`config.mk`:
```
export PLATFORM = sky130hd
export DESIGN_NAME = frame_addr_gen
export DESIGN_NICKNAME = d
export VERILOG_FILES = /design/src/rtl/fag_pkg.sv /design/src/rtl/fag_start_reg.sv /design/src/rtl/fag_base_scale.sv /design/src/rtl/fag_walker.sv /design/src/rtl/frame_addr_gen.sv
export SDC_FILE = /design/constraint.sdc
export NUM_CORES = 1
export LEC_CHECK = 0
export ABC_CLOCK_PERIOD_IN_PS = 3800
export BUFFER_PORTS_ARGS = -buffer_cell sky130_fd_sc_hd__buf_4
export CORE_ASPECT_RATIO = 0.75
export CORE_UTILIZATION = 40
export CTS_CLUSTER_DIAMETER = 150
export DETAILED_ROUTE_END_ITERATION = 10
export SKIP_CTS_REPAIR_TIMING = 1
export SYNTH_ARGS = -nofsm -noshare
export SYNTH_HDL_FRONTEND = slang
export SYNTH_HIERARCHICAL = 1
export SYNTH_SLANG_ARGS = --single-unit
```
`constraint.sdc`:
```
create_clock -name clk -period 3.8 [get_ports clk]
set_input_delay 0.19 -clock clk [delete_from_list [all_inputs] [get_ports clk]]
set_output_delay 0.19 -clock clk [all_outputs]
set_load 0.1 [all_outputs]
```
`src/rtl/fag_pkg.sv`:
```
package fag_pkg;

  localparam int unsigned LANE_W = 8;

  typedef enum logic [1:0] {
    WALK_IDLE = 2'd0,
    WALK_RUN  = 2'd1,
    WALK_DONE = 2'd2
  } walk_state_e;

endpackage

```
`src/rtl/fag_start_reg.sv`:
```
module fag_start_reg #(
  parameter int unsigned REG_W  = 16,
  parameter int unsigned ADDR_W = 1
) (
  input  logic              clk,
  input  logic              rst,
  input  logic              wr_en,
  input  logic [ADDR_W-1:0] wr_addr,
  input  logic [7:0]        wr_data,
  output logic [REG_W-1:0]  reg_q
);
  import fag_pkg::*;

  localparam int unsigned NLANES = REG_W / LANE_W;

  // Big-endian lanes: lane 0 (lowest byte address) is the top byte.
  for (genvar g = 0; g < NLANES; g++) begin : g_lane
    localparam int unsigned HI = REG_W - 1 - g * LANE_W;
    always_ff @(posedge clk) begin
      if (rst) begin
        reg_q[HI -: LANE_W] <= '0;
      end else if (wr_en && (int'(wr_addr) == g)) begin
        reg_q[HI -: LANE_W] <= wr_data;
      end
    end
  end

endmodule

```
`src/rtl/fag_base_scale.sv`:
```
module fag_base_scale #(
  parameter int unsigned REG_W = 16,
  parameter int unsigned SHIFT = 2,
  parameter int unsigned OFS_W = 20
) (
  input  logic [REG_W-1:0] reg_val,
  output logic [OFS_W-1:0] base
);
  localparam int unsigned PAD = OFS_W - REG_W - SHIFT;

  assign base = {{PAD{1'b0}}, reg_val, {SHIFT{1'b0}}};

endmodule

```
`src/rtl/fag_walker.sv`:
```
module fag_walker #(
  parameter int unsigned OFS_W       = 20,
  parameter int unsigned FRAME_BYTES = 32'h19000
) (
  input  logic             clk,
  input  logic             rst,
  input  logic             start,
  input  logic             adv,
  input  logic [OFS_W-1:0] base,
  output logic [OFS_W-1:0] ofs,
  output logic             valid,
  output logic             done
);
  import fag_pkg::*;

  localparam int unsigned CNT_W = (FRAME_BYTES > 1) ? $clog2(FRAME_BYTES) : 1;
  localparam logic [CNT_W-1:0] LAST = CNT_W'(FRAME_BYTES - 1);

  walk_state_e      state_q;
  logic [CNT_W-1:0] cnt_q;
  logic             at_last;

  assign at_last = (cnt_q == LAST);
  assign valid   = (state_q == WALK_RUN);
  assign done    = (state_q == WALK_DONE);

  always_ff @(posedge clk) begin
    if (rst) begin
      state_q <= WALK_IDLE;
      cnt_q   <= '0;
      ofs     <= '0;
    end else if (start) begin
      state_q <= WALK_RUN;
      cnt_q   <= '0;
      ofs     <= base;
    end else begin
      case (state_q)
        WALK_RUN: begin
          if (adv) begin
            if (at_last) begin
              state_q <= WALK_DONE;
            end else begin
              cnt_q <= cnt_q + 1'b1;
              ofs   <= ofs + 1'b1;
            end
          end
        end
        WALK_DONE: state_q <= WALK_IDLE;
        default:   state_q <= WALK_IDLE;
      endcase
    end
  end

endmodule

```
`src/rtl/frame_addr_gen.sv`:
```
module frame_addr_gen #(
  parameter int unsigned REG_W       = 16,
  parameter int unsigned SHIFT       = 2,
  parameter int unsigned OFS_W       = 20,
  parameter int unsigned FRAME_BYTES = 32'h19000
) (
  input  logic             clk,
  input  logic             rst,
  input  logic             reg_wr_en,
  input  logic             reg_wr_addr,
  input  logic [7:0]       reg_wr_data,
  input  logic             frame_start,
  input  logic             fetch_adv,
  output logic [OFS_W-1:0] ofs_out,
  output logic             ofs_valid,
  output logic             frame_end
);

  logic [REG_W-1:0] start_reg_q;
  logic [OFS_W-1:0] base_w;

  fag_start_reg #(.REG_W(REG_W), .ADDR_W(1)) u_reg (
    .clk     (clk),
    .rst     (rst),
    .wr_en   (reg_wr_en),
    .wr_addr (reg_wr_addr),
    .wr_data (reg_wr_data),
    .reg_q   (start_reg_q)
  );

  fag_base_scale #(.REG_W(REG_W), .SHIFT(SHIFT), .OFS_W(OFS_W)) u_scale (
    .reg_val (start_reg_q),
    .base    (base_w)
  );

  fag_walker #(.OFS_W(OFS_W), .FRAME_BYTES(FRAME_BYTES)) u_walk (
    .clk   (clk),
    .rst   (rst),
    .start (frame_start),
    .adv   (fetch_adv),
    .base  (base_w),
    .ofs   (ofs_out),
    .valid (ofs_valid),
    .done  (frame_end)
  );

endmodule

```
Word-level counts from Yosys, hierarchy flattened
Cells that the tools add are included.
- output and inout bits: 22
- bits in registers: 55
- word-level logic and storage cells: 36
- eq/ne operators: 6
- add/subtract/negate cells: 2
- reductions and logical operators: 10
- bitwise logic cells: 3
- multiplexer cells: 8
- operator list (cell ; count):
    $mux W18 ; 4
    $add A20 B1 Y20 const B ; 1
    $add A17 B1 Y17 const B ; 1
    $eq A17 B17 Y1 const B ; 1
    $reduce_and A3 Y1 ; 2
    $mux W1 ; 4
    $reduce_and A2 Y1 ; 2
    $reduce_bool A2 Y1 ; 2
    $ne A3 B2 Y1 const B ; 1
    $ne A3 B3 Y1 const B ; 1
    $not A1 Y1 ; 3
    $reduce_or A3 Y1 ; 1
    $eq A2 B1 Y1 const B ; 1
    $eq A2 B2 Y1 const B ; 1
    $logic_and A1 B1 Y1 ; 2
    $ne A2 B2 Y1 const B ; 1
    $reduce_or A2 Y1 ; 1

Longest topological paths before layout
Gate-level depths: netlist of the first run.
- depth after elaboration: 5
- depth in mapped cells: 8
- gate-level depth less buffers: 5

Cells and area by module
The synthesis of the first run kept the hierarchy.
- modules (own cells, without submodules) (module ; area an instance (sq um) ; cells each ; instances ; seq. area each (sq um)):
    fag_walker ; 2441.1 ; 292 ; 1 ; 780.7
    fag_start_reg ; 674.4 ; 64 ; 1 ; 320.3
    fag_base_scale ; 153.9 ; 21 ; 1 ; 0.0

Least setup slack after synthesis of the first run
No wires, ideal clock.
- path type: reg2reg
- from: register u_walk.ofs[0]
- to: register u_walk.ofs[10]
- arrival: 2464 ps
- slack: 1245 ps
- period minus slack after synthesis: 2555 ps
- buffers on the path: 0
- cell stages (with the launch flop): 6
- cell sequence: dfxtp_1 ha_1 nand3_1 or2_1 or4_2 a311oi_1
- word-level cells in the longest chain between the ends: 5
- ends and longest elaborated chain (item ; line ; RTL):
    from (decl) ; fag_walker.sv:10 ; output logic [OFS_W-1:0] ofs,
    from (signal assigned) ; fag_walker.sv:35 ; ofs <= base;
    from (signal assigned) ; fag_walker.sv:44 ; ofs <= ofs + 1'b1;
    $add A20 B1 Y20 ; fag_walker.sv:44 ;
    $mux W18 ; fag_walker.sv:40 ; if (at_last) begin
    $mux W18 ; fag_walker.sv:39 ; if (adv) begin
    $mux W18 ; fag_walker.sv:37 ; case (state_q)
    $mux W18 ; fag_walker.sv:32 ; end else if (start) begin
Every way passes these cells. The select of a mux whose other input is x is not followed.
A chain may end at the register's enable or synchronous reset.

Final worst setup path of the first run
- from: register u_walk.state_q[0]
- to: register u_walk.ofs[9]
- word-level cells in the longest chain between the ends: 3
- ends and longest elaborated chain (item ; line ; RTL):
    from (decl) ; fag_walker.sv:19 ; walk_state_e state_q;
    from (signal assigned) ; fag_walker.sv:29 ; state_q <= WALK_IDLE;
    from (signal assigned) ; fag_walker.sv:33 ; state_q <= WALK_RUN;
    from (signal assigned) ; fag_walker.sv:41 ; state_q <= WALK_DONE;
    $eq A2 B1 Y1 ; fag_walker.sv:37 ;
    $reduce_bool A2 Y1 (no source line) ; -- ;
    $reduce_and A3 Y1 (no source line) ; -- ;
Every way passes these cells.

==> results of run 1 <==
-- routing by layer --
layer | vias up | part of all wire, % | track usage (%)
met4 | 0 | 0.84 | 3.61
met5 | - | 0 | 0
met3 | 10 | 5.2 | 4.06
met2 | 87 | 41 | 27.5
met1 | 1333 | 53 | 28.2
li1 | 1411 | - | -
-- cells by family after synthesis --
group	after synthesis	share of synthesized area, %
mux	16	4.90
compound gates	81	17.0
simple gates	168	31.8
fa+ha+maj	2	0.765
flops	55	33.7
buf+inv	54	11.7
other cells	1	0.115
-- state kept, by name, indices dropped and copies added, names as in the netlist --
register	flops
u_walk/ofs	20
u_walk/cnt_q	17
u_walk/state_q	2
u_reg/reg_q	16
-- through the flow --
step	util (%)	power (mW)	worst slack, ps
floorplan	-	0.800	1250
global placement	42.2	0.831	1540
detailed placement	42.2	0.833	1400
CTS	43.4	1.17	1370
global route	43.4	1.22	1160
finish	43.4	1.16	1350
-- power groups by stage --
stage | Sequential, mW | Combinational (mW) | Clock, mW
3_5_place_dp | 0.635 | 0.198 | 0
3_3_place_gp | 0.634 | 0.197 | 0
2_1_floorplan | 0.706 | 0.0947 | 0
5_1_grt | 0.625 | 0.212 | 0.378
6_report | 0.622 | 0.199 | 0.338
4_1_cts | 0.621 | 0.199 | 0.349
-- cell type report --
class / count / area [um2] / share of cell area [%]
Sequential cell: 55 / 1100 / 32.1
Clock inverter: 3 / 20.0 / 0.583
Multi-Input combinational cell: 271 / 1800 / 52.3
Tap cell: 105 / 131 / 3.83
Inverter: 10 / 37.5 / 1.09
Clock buffer: 5 / 68.8 / 2.00
Timing Repair Buffer: 37 / 278 / 8.09
-- worst paths after layout --
check	to	slack, ps	cells past startpoint
max	u_walk/ofs[9]$_SDFFE_PP0P_	1350	4
min	u_reg/reg_q[0]$_SDFFE_PP0P_	160	3
max reg2reg	u_walk/ofs[9]$_SDFFE_PP0P_	1350	4
min reg2reg	u_reg/reg_q[6]$_SDFFE_PP0P_	480	2
-- worst min-delay path: stages --
cell and delay (ps):
buf_4 110, nand2b_1 70, mux2i_1 70
-- layout by cell type, fill, tap and decap left out, types with 3 or more instances in the layout --
cell type and n:
a21oi_1 21, a311oi_1 13, and2_1 4, and3_1 8, and4_1 3, buf_4 37
clkbuf_8 5, conb_1 4, dfxtp_1 55, inv_1 9, mux2i_1 16, nand2_1 17
nand2b_1 26, nand3_1 16, nand4_1 13, nor2_1 21, nor2b_1 3, nor3_1 7
nor4_1 8, o21ai_0 11, o21ai_1 3, o31ai_1 19, or3_1 7, or4_1 14
or4_2 5
==> impl_metrics.json, run 1 <==
{
  "track_usage_pct": 18.9,
  "vias": 2841,
  "grt_pass1_wl_mm": 12.9,
  "htree_num_levels": 2,
  "dp_hpwl_mm": 5.30,
  "clock_latency_ps": 310,
  "status": "complete, no violations",
  "antenna_cells": 0,
  "grt_pass1_vias": 2605,
  "crit_buf_inv": 0,
  "final_antenna_net_count": 0,
  "period_share_pct": 64.4,
  "yosysMostFrequentCell": "dfxtp_1",
  "drv_cap": 0,
  "die_h_um": 80.3,
  "internal-power_mw": 0.782,
  "slew_viol_final": 0,
  "grt_max_degree": 48,
  "cts_tree": "built",
  "yosysSeqAreaShare_pct": 33.7,
  "power.density_nw_per_um2": 337,
  "clockBufferDepth": 2,
  "routed_wirelength_mm": 7.76,
  "start_util_pct": 41.3,
  "routedWlPerCell_um": 16.0,
  "antenna_found_initial": 0,
  "power_frac_comb_pct": 17.2,
  "crit_type": "flop to flop",
  "sequentialPowerShare_pct": 53.7,
  "std_cell_rows": 28,
  "drt_iter0_drc": 176,
  "cts_made_buffers": 5,
  "leakagePower_nw": 1.19,
  "ios": 36,
  "async_flop_share_pct": 0,
  "hold_viol_final": 0,
  "p_sw_share_pct": 32.5,
  "synthTopCellsByArea": "dfxtp_1 (34%), buf_4 (5.1%), nand2b_1 (5.0%), mux2i_1 (4.9%), o31ai_1 (4.4%)",
  "place.gp.congestion": 0.776,
  "finalSetupViolations": 0,
  "syn_avg_cell_area_um2": 8.67,
  "synth_edf_count": 0,
  "synth_top_area_share_pct": 33.7,
  "drive_gt1_share_pct": 16.8,
  "path_clk_slew_ps": 110,
  "post_synth_most_frequent_cells": "dfxtp_1 (55), nand2b_1 (26), buf_4 (22), a21oi_1 (21), nor2_1 (21)",
  "p_clk_share_pct": 29.2,
  "critical_path.top_delay_family": "simple AND/OR/NAND/NOR gates",
  "clkSinkCount": 55,
  "slowest_delay_ps": 650,
  "cp_slowest_cell": "or4_1",
  "die_width_um": 106,
  "synthesis.area_um2": 3270,
  "yosysWarnings": 6,
  "r2r_start": "u_walk/state_q[0]$_SDFFE_PP0P_",
  "drt_pass1_iterations": 5,
  "critPathLaunchType": "flop",
  "ir_drop_mv": 0.171,
  "skew_ps": 11.0,
  "synth_top_area_cell": "dfxtp_1",
  "drc": 0,
  "ys_ff_latch": 55,
  "ys_types": 59,
  "port_buffers": 35,
  "dp_cells": 478,
  "fillers": 795,
  "layoutNonFillerInstCount": 486,
  "cts-root-buf": "clkbuf_8",
  "ys.flop_type": "dfxtp_1",
  "path_max_fanout": 13,
  "synthCells": 377,
  "whs_ps": 165,
  "fin_area_um2": 3430,
  "arrival_ps": 2670,
  "area_growth_pct": 5.01,
  "worstMarginPinSlew_ps": 767,
  "switchingPower_mw": 0.376,
  "crit_start": "u_walk/state_q[0]$_SDFFE_PP0P_",
  "overflow": 0,
  "fmax_mhz": 409,
  "slew_headroom_pct": 48.4,
  "min_period_ps": 2450,
  "min_path_type": "input port to flop",
  "core_um2": 7920,
  "finalSetupTns_ps": 0,
  "postPlaceCellArea_um2": 3340,
  "endpoint_kind": "flop",
  "design.die.area_um2": 8540,
  "rsz0062_at_grt": "false",
  "vias_per_cell": 5.85,
  "min-delay-start": "reg_wr_data[0]",
  "crit_required_ps": 4030,
  "nets": 396,
  "crit_chain": "and3b_1 -> nand4_1 -> or4_1 -> a311oi_1"
}
Note: power is estimated with default switching activity, not from simulation.
==> inputs of run 2 (changes only) <==
Settings changed: ABC_AREA from default to 1, ABC_CLOCK_PERIOD_IN_PS 3800 to 2200.
Clock period 3.8 ns to 2.2 ns, I/O delays scaled along.
==> impl_metrics.json, run 2 <==
{
  "status": "complete, no violations",
  "path_clk_slew_ps": 100,
  "ys.flop_type": "dfxtp_1",
  "fin_util_pct": 45.1,
  "place.gp.congestion": 0.861,
  "antenna_found_initial": 0,
  "cts_made_buffers": 5,
  "die_width_um": 107,
  "arrival_ps": 2210,
  "start_util_pct": 41.5,
  "die_h_um": 80.5,
  "dr.max_layer_used": "met4",
  "final_cell_mix": "nand2_1 (157), nor2_1 (73), inv_1 (58)",
  "design.die.area_um2": 8590,
  "crit_required_ps": 2450,
  "yosysWarnings": 6,
  "drc": 0,
  "synth_top_area_share_pct": 33.5,
  "wl_met3_um": 473,
  "crit_type": "flop to flop",
  "fin_total_pwr_mw": 2.06,
  "vias_per_cell": 4.89,
  "rsz0062_at_grt": "false",
  "drt_iter0_drc": 225,
  "layout_commonest_cell": "nand2_1",
  "m1WireLength_mm": 4.32,
  "drv_cap": 0,
  "critPathLaunchType": "flop",
  "synthTopCellsByArea": "dfxtp_1 (33%), nand2_1 (18%), nor2_1 (8.3%), nand3_1 (7.9%), inv_1 (6.6%)",
  "overflow": 0,
  "ys_ff_latch": 55,
  "reg.largest.list": "u_walk/ofs (20), u_walk/cnt_q (17), u_reg/reg_q (16)",
  "cts-root-buf": "clkbuf_8",
  "cts_tree": "built",
  "std_cell_rows": 28,
  "top_register": "u_walk/ofs",
  "slew_headroom_pct": 62.7,
  "path_max_fanout": 24,
  "async_flop_share_pct": 0,
  "r2r_start": "u_walk/cnt_q[0]$_SDFFE_PP0P_",
  "met2_length_mm": 3.01,
  "routedWlPerCell_um": 12.2,
  "min_period_ps": 1960,
  "r2r_cells": 9,
  "syn_avg_cell_area_um2": 6.22,
  "ir_drop_mv": 0.264,
  "period_share_pct": 89.2,
  "rrSetupSlack_ps": 240,
  "finalSetupViolations": 0,
  "leakagePower_nw": 1.48,
  "largest_reg_flops": 20,
  "final_antenna_net_count": 0,
  "grt_max_degree": 28,
  "dp_hpwl_mm": 5.89,
  "ios": 36,
  "grt_pass1_vias": 2611,
  "yosysMostFrequentCell": "nand2_1",
  "htree_num_levels": 2,
  "fmax_mhz": 509,
  "yosysSeqAreaShare_pct": 33.5,
  "routed_wirelength_mm": 7.88,
  "skew_ps": 10.8,
  "drt_pass1_iterations": 6,
  "vias": 3156,
  "track_usage_pct": 19.1,
  "drive_gt1_share_pct": 10.9,
  "crit_end": "u_walk/ofs[7]$_SDFFE_PP0P_",
  "synth_edf_count": 0,
  "power.density_nw_per_um2": 576,
  "nets": 556,
  "clockBufferDepth": 2,
  "synth_top_area_cell": "dfxtp_1",
  "grt_pass1_wl_mm": 12.8,
  "finalSetupTns_ps": 0,
  "hold_viol_final": 0,
  "worstMarginPinSlew_ps": 555,
  "endpoint_kind": "flop",
  "ys_types": 34,
  "clock_latency_ps": 320,
  "antenna_cells": 0,
  "slew_viol_final": 0,
  "clkSinkCount": 55,
  "synthCells": 529,
  "core_um2": 7920,
  "crit_start": "u_walk/cnt_q[0]$_SDFFE_PP0P_",
  "post_synth_most_frequent_cells": "nand2_1 (157), nor2_1 (73), inv_1 (58), dfxtp_1 (55), nand3_1 (52)",
  "area_growth_pct": 8.60,
  "port_buffers": 35,
  "min_path_type": "input port to flop",
  "rr_endpoint": "u_walk/ofs[7]$_SDFFE_PP0P_",
  "synthesis.area_um2": 3290
}
run 2: changes by cell type in the layout (fill, tap and decap cells not counted), sizes merged, moves of 26 or more:
| cell | previous run | this run |
|---|---|---|
| nand2b | 26 | 0 |
| nand3 | 16 | 53 |
| nand2 | 17 | 160 |
| inv | 10 | 61 |
| nor2 | 21 | 77 |
run 2: layout make-up:
| class | instances | area (um2) |
|---|---|---|
| clock buffer | 6 | 72.6 |
| clock inverter | 2 | 38.8 |
| fill | 874 | 4350 |
| inverter | 62 | 236 |
| multi-input combinational | 379 | 1710 |
| sequential | 55 | 1100 |
| tap | 105 | 131 |
| timing repair buffer | 37 | 278 |
run 2: worst min path at each step:
| stage | cells after the start | endpoint | slack, ps | startpoint |
|---|---|---|---|---|
| floorplan | 2 | u_reg/reg_q[0]$_SDFFE_PP0P_ | 260 | reg_wr_data[0] |
| global placement | 3 | u_reg/reg_q[1]$_SDFFE_PP0P_ | 390 | reg_wr_data[1] |
| detailed placement | 3 | u_reg/reg_q[1]$_SDFFE_PP0P_ | 400 | reg_wr_data[1] |
| CTS | 3 | u_reg/reg_q[1]$_SDFFE_PP0P_ | 40 | reg_wr_data[1] |
| global route | 3 | u_reg/reg_q[4]$_SDFFE_PP0P_ | 50 | reg_wr_data[4] |
| finish | 3 | u_reg/reg_q[1]$_SDFFE_PP0P_ | 50 | reg_wr_data[1] |
run 2: per-layer routing:
layer | track usage, % | up-vias
li1 | - | 1659
met1 | 29.7 | 1408
met2 | 25.9 | 82
met3 | 3.81 | 7
met4 | 4.93 | 0
met5 | 0 | -
run 2: cell families (layout without fill, tap and decap cells):
group | count (synthesis) | after routing | share of synthesized area, %
and+or+nand+nor | 317 | 317 | 41.5
buffers and inverters | 98 | 107 | 15.0
DFF | 55 | 55 | 33.5
AOI/OAI and AO/OA | 54 | 54 | 8.60
adders and majority gates | 2 | 2 | 0.761
xor gates and xnor gates | 2 | 2 | 0.533
other | 1 | 4 | 0.114
run 2: through the flow:
step | setup slack [ps] | hold slack [ps] | instance area, um2 | std cells
3_3_place_gp | 350 | 394 | 3460 | 638
5_1_grt | 25.3 | 50.0 | 3570 | 646
2_1_floorplan | 36.7 | 262 | 3300 | 532
3_5_place_dp | 268 | 396 | 3460 | 638
6_report | 237 | 54.3 | 3570 | 646
4_1_cts | 210 | 43.7 | 3570 | 646
run 2: worst max-delay path, cell delays in order (launching register included):
cell      delay, ps
dfxtp_1         380
ha_1            220
nand3_2         150
nor2_4          160
nand4_2         150
nand2_4         260
nand2_4         170
clkinv_2        190
nand2_1          80
a21oi_1         130
run 2: where the power goes:
part           switching [mW]  total, mW  internal (mW)
registers              0.0313       1.06           1.03
clock network           0.345      0.689          0.345
logic                   0.230      0.310         0.0808
==> inputs of run 3 (changes only) <==
Settings changed: SYNTH_HIERARCHICAL 1 to default.
==> impl_metrics.json, run 3 <==
{
  "synth_top_area_cell": "dfxtp_1",
  "dp_worst_setup_slack_ps": 207,
  "ios": 36,
  "synthTopCellsByArea": "dfxtp_1 (36%), nand2_1 (16%), nor2_1 (14%), nand3_1 (6.9%), inv_1 (6.4%)",
  "vias": 3110,
  "ir_drop_mv": 0.280,
  "std_cell_rows": 27,
  "synthesis.area_um2": 3040,
  "finalSetupViolations": 0,
  "ys_types": 25,
  "fillers": 793,
  "drt_iter0_drc": 162,
  "syn_avg_cell_area_um2": 6.11,
  "place.gp.congestion": 0.851,
  "endpoint_kind": "flop",
  "dp_hpwl_mm": 5.91,
  "layoutNonFillerInstCount": 636,
  "final_antenna_net_count": 0,
  "cts_made_buffers": 5,
  "routed_wirelength_mm": 7.81,
  "crit_chain": "ha_1 -> nand3_1 -> nor2_2 -> nand3_2 -> nand2_2 -> clkinvlp_4 -> buf_12 -> nand2_1 -> nand2_1 -> nand2_1 -> nor2_1",
  "fin_area_um2": 3520,
  "vias_per_cell": 4.89,
  "layout_commonest_cell": "nand2_1",
  "postSynthNetCount": 513,
  "reg.largest.list": "u_walk.ofs (20), u_walk.cnt_q (17), u_reg.reg_q (16)",
  "rsz0062_at_grt": "false",
  "nets": 552,
  "postPlaceCellArea_um2": 3430,
  "critPathLaunchType": "flop",
  "antenna_cells": 0,
  "min_path_type": "input port to flop",
  "period_share_pct": 89.5,
  "ys_ff_latch": 55,
  "hold_viol_final": 0,
  "multi_input_area_um2": 1650,
  "arrival_ps": 2170,
  "core_um2": 7330,
  "fin_total_pwr_mw": 1.87,
  "path_max_fanout": 15,
  "crit_required_ps": 2400,
  "synthCells": 497,
  "overflow": 0,
  "fmax_mhz": 508,
  "antenna_found_initial": 0,
  "slowest_delay_ps": 380,
  "min_period_ps": 1970,
  "worstMarginPinSlew_ps": 613,
  "slew_viol_final": 0,
  "synth_top_area_share_pct": 36.3,
  "die_width_um": 103,
  "crit_type": "flop to flop",
  "synth_edf_count": 0,
  "area_growth_pct": 16.0,
  "clockBufferDepth": 2,
  "routedWlPerCell_um": 12.3,
  "start_util_pct": 41.4,
  "die_h_um": 77.5,
  "drc": 0,
  "top_register": "u_walk.ofs",
  "crit_buf_inv": 2,
  "cts-root-buf": "clkbuf_8",
  "seq_area_um2": 1110,
  "port_buffers": 35,
  "slew_headroom_pct": 59.1,
  "post_synth_most_frequent_cells": "nand2_1 (133), nor2_1 (110), dfxtp_1 (55), inv_1 (52), nand3_1 (42)",
  "track_usage_pct": 21.3,
  "grt_pass1_wl_mm": 13.4,
  "cpMostUsedCell": "nand2_1",
  "cts_tree": "built",
  "grt_max_degree": 24,
  "drv_cap": 0,
  "clkSinkCount": 55,
  "yosysWarnings": 0,
  "leakagePower_nw": 1.53,
  "finalSetupTns_ps": 0,
  "status": "complete, no violations",
  "largest_reg_flops": 20,
  "htree_num_levels": 2,
  "async_flop_share_pct": 0,
  "path_clk_slew_ps": 90,
  "clock_latency_ps": 290,
  "cp_slowest_cell": "dfxtp_1",
  "drt_pass1_iterations": 4,
  "drive_gt1_share_pct": 12.1,
  "critical_path.top_delay_family": "simple AND/OR/NAND/NOR gates",
  "design.die.area_um2": 7950,
  "yosysMostFrequentCell": "nand2_1",
  "final_cell_mix": "nand2_1 (133), nor2_1 (110), inv_1 (51)",
  "yosysSeqAreaShare_pct": 36.3,
  "power.density_nw_per_um2": 530,
  "grt_pass1_vias": 2757,
  "dp_cells": 629,
  "ys.flop_type": "dfxtp_1",
  "skew_ps": 5.11,
  "worst_slack_ps": 232
}
[run 3: path summary, 6_finish.rpt]
kind | slack (ps) | start | endpoint | cells after the start
worst min-delay path | 50 | reg_wr_data[6] | u_reg.reg_q[14]$_SDFFE_PP0P_ | 3
worst max-delay path | 230 | u_walk.cnt_q[0]$_SDFFE_PP0P_ | u_walk.cnt_q[12]$_SDFFE_PP0P_ | 11
worst max register to register | 230 | u_walk.cnt_q[0]$_SDFFE_PP0P_ | u_walk.cnt_q[12]$_SDFFE_PP0P_ | 11
worst min register to register | 500 | u_reg.reg_q[6]$_SDFFE_PP0P_ | u_reg.reg_q[6]$_SDFFE_PP0P_ | 2
[run 3: cell type report]
class / instances / area share (%)
Timing Repair Buffer: 46 / 10.2
Sequential cell: 55 / 31.4
Inverter: 55 / 5.97
Clock buffer: 6 / 2.06
Multi-Input combinational cell: 373 / 46.8
Tap cell: 101 / 3.59
[run 3: per-layer routing]
layer | vias up | wire length, um | track usage (%)
met1 | 1384 | 4370 | 34.4
met2 | 83 | 2930 | 28.7
li1 | 1639 | - | -
met3 | 4 | 450 | 3.60
met4 | 0 | 53 | 4.14
met5 | - | 0 | 0
[run 3: cells by family (layout without fill, tap and decap cells)]
logic type               count (synthesis)  count (layout)  synth area share (%)
XOR/XNOR                                 7               7                  2.02
buffers and inverters                   69             107                  9.44
AND/OR/NAND/NOR                        315             315                  43.1
adder cells (fa/ha/maj)                  2               2                 0.824
flip-flops                              55              55                  36.3
AO/OA/AOI/OAI                           49              49                  8.32
[run 3: worst reg2reg max path, delay by kind of cell, from the launching register on]
kind	cells	cell delay [ps]
fa+ha+maj	1	200
buf+inv	2	360
flops	1	380
simple gates	8	940
[run 3: report_power, final]
part,switching (mW),internal [mW],total (mW)
sequential,0.0280,1.03,1.06
clock,0.306,0.214,0.520
combinational,0.211,0.0786,0.290
total,0.545,1.32,1.87
[run 3: metrics by stage]
| step | hold WS (ps) | utilization, % |
|---|---|---|
| global route | 61.5 | 48.1 |
| global placement | 348 | 46.7 |
| floorplan | 245 | - |
| detailed placement | 359 | 46.7 |
| CTS | 43.9 | 47.7 |
| finish | 50.9 | 48.1 |
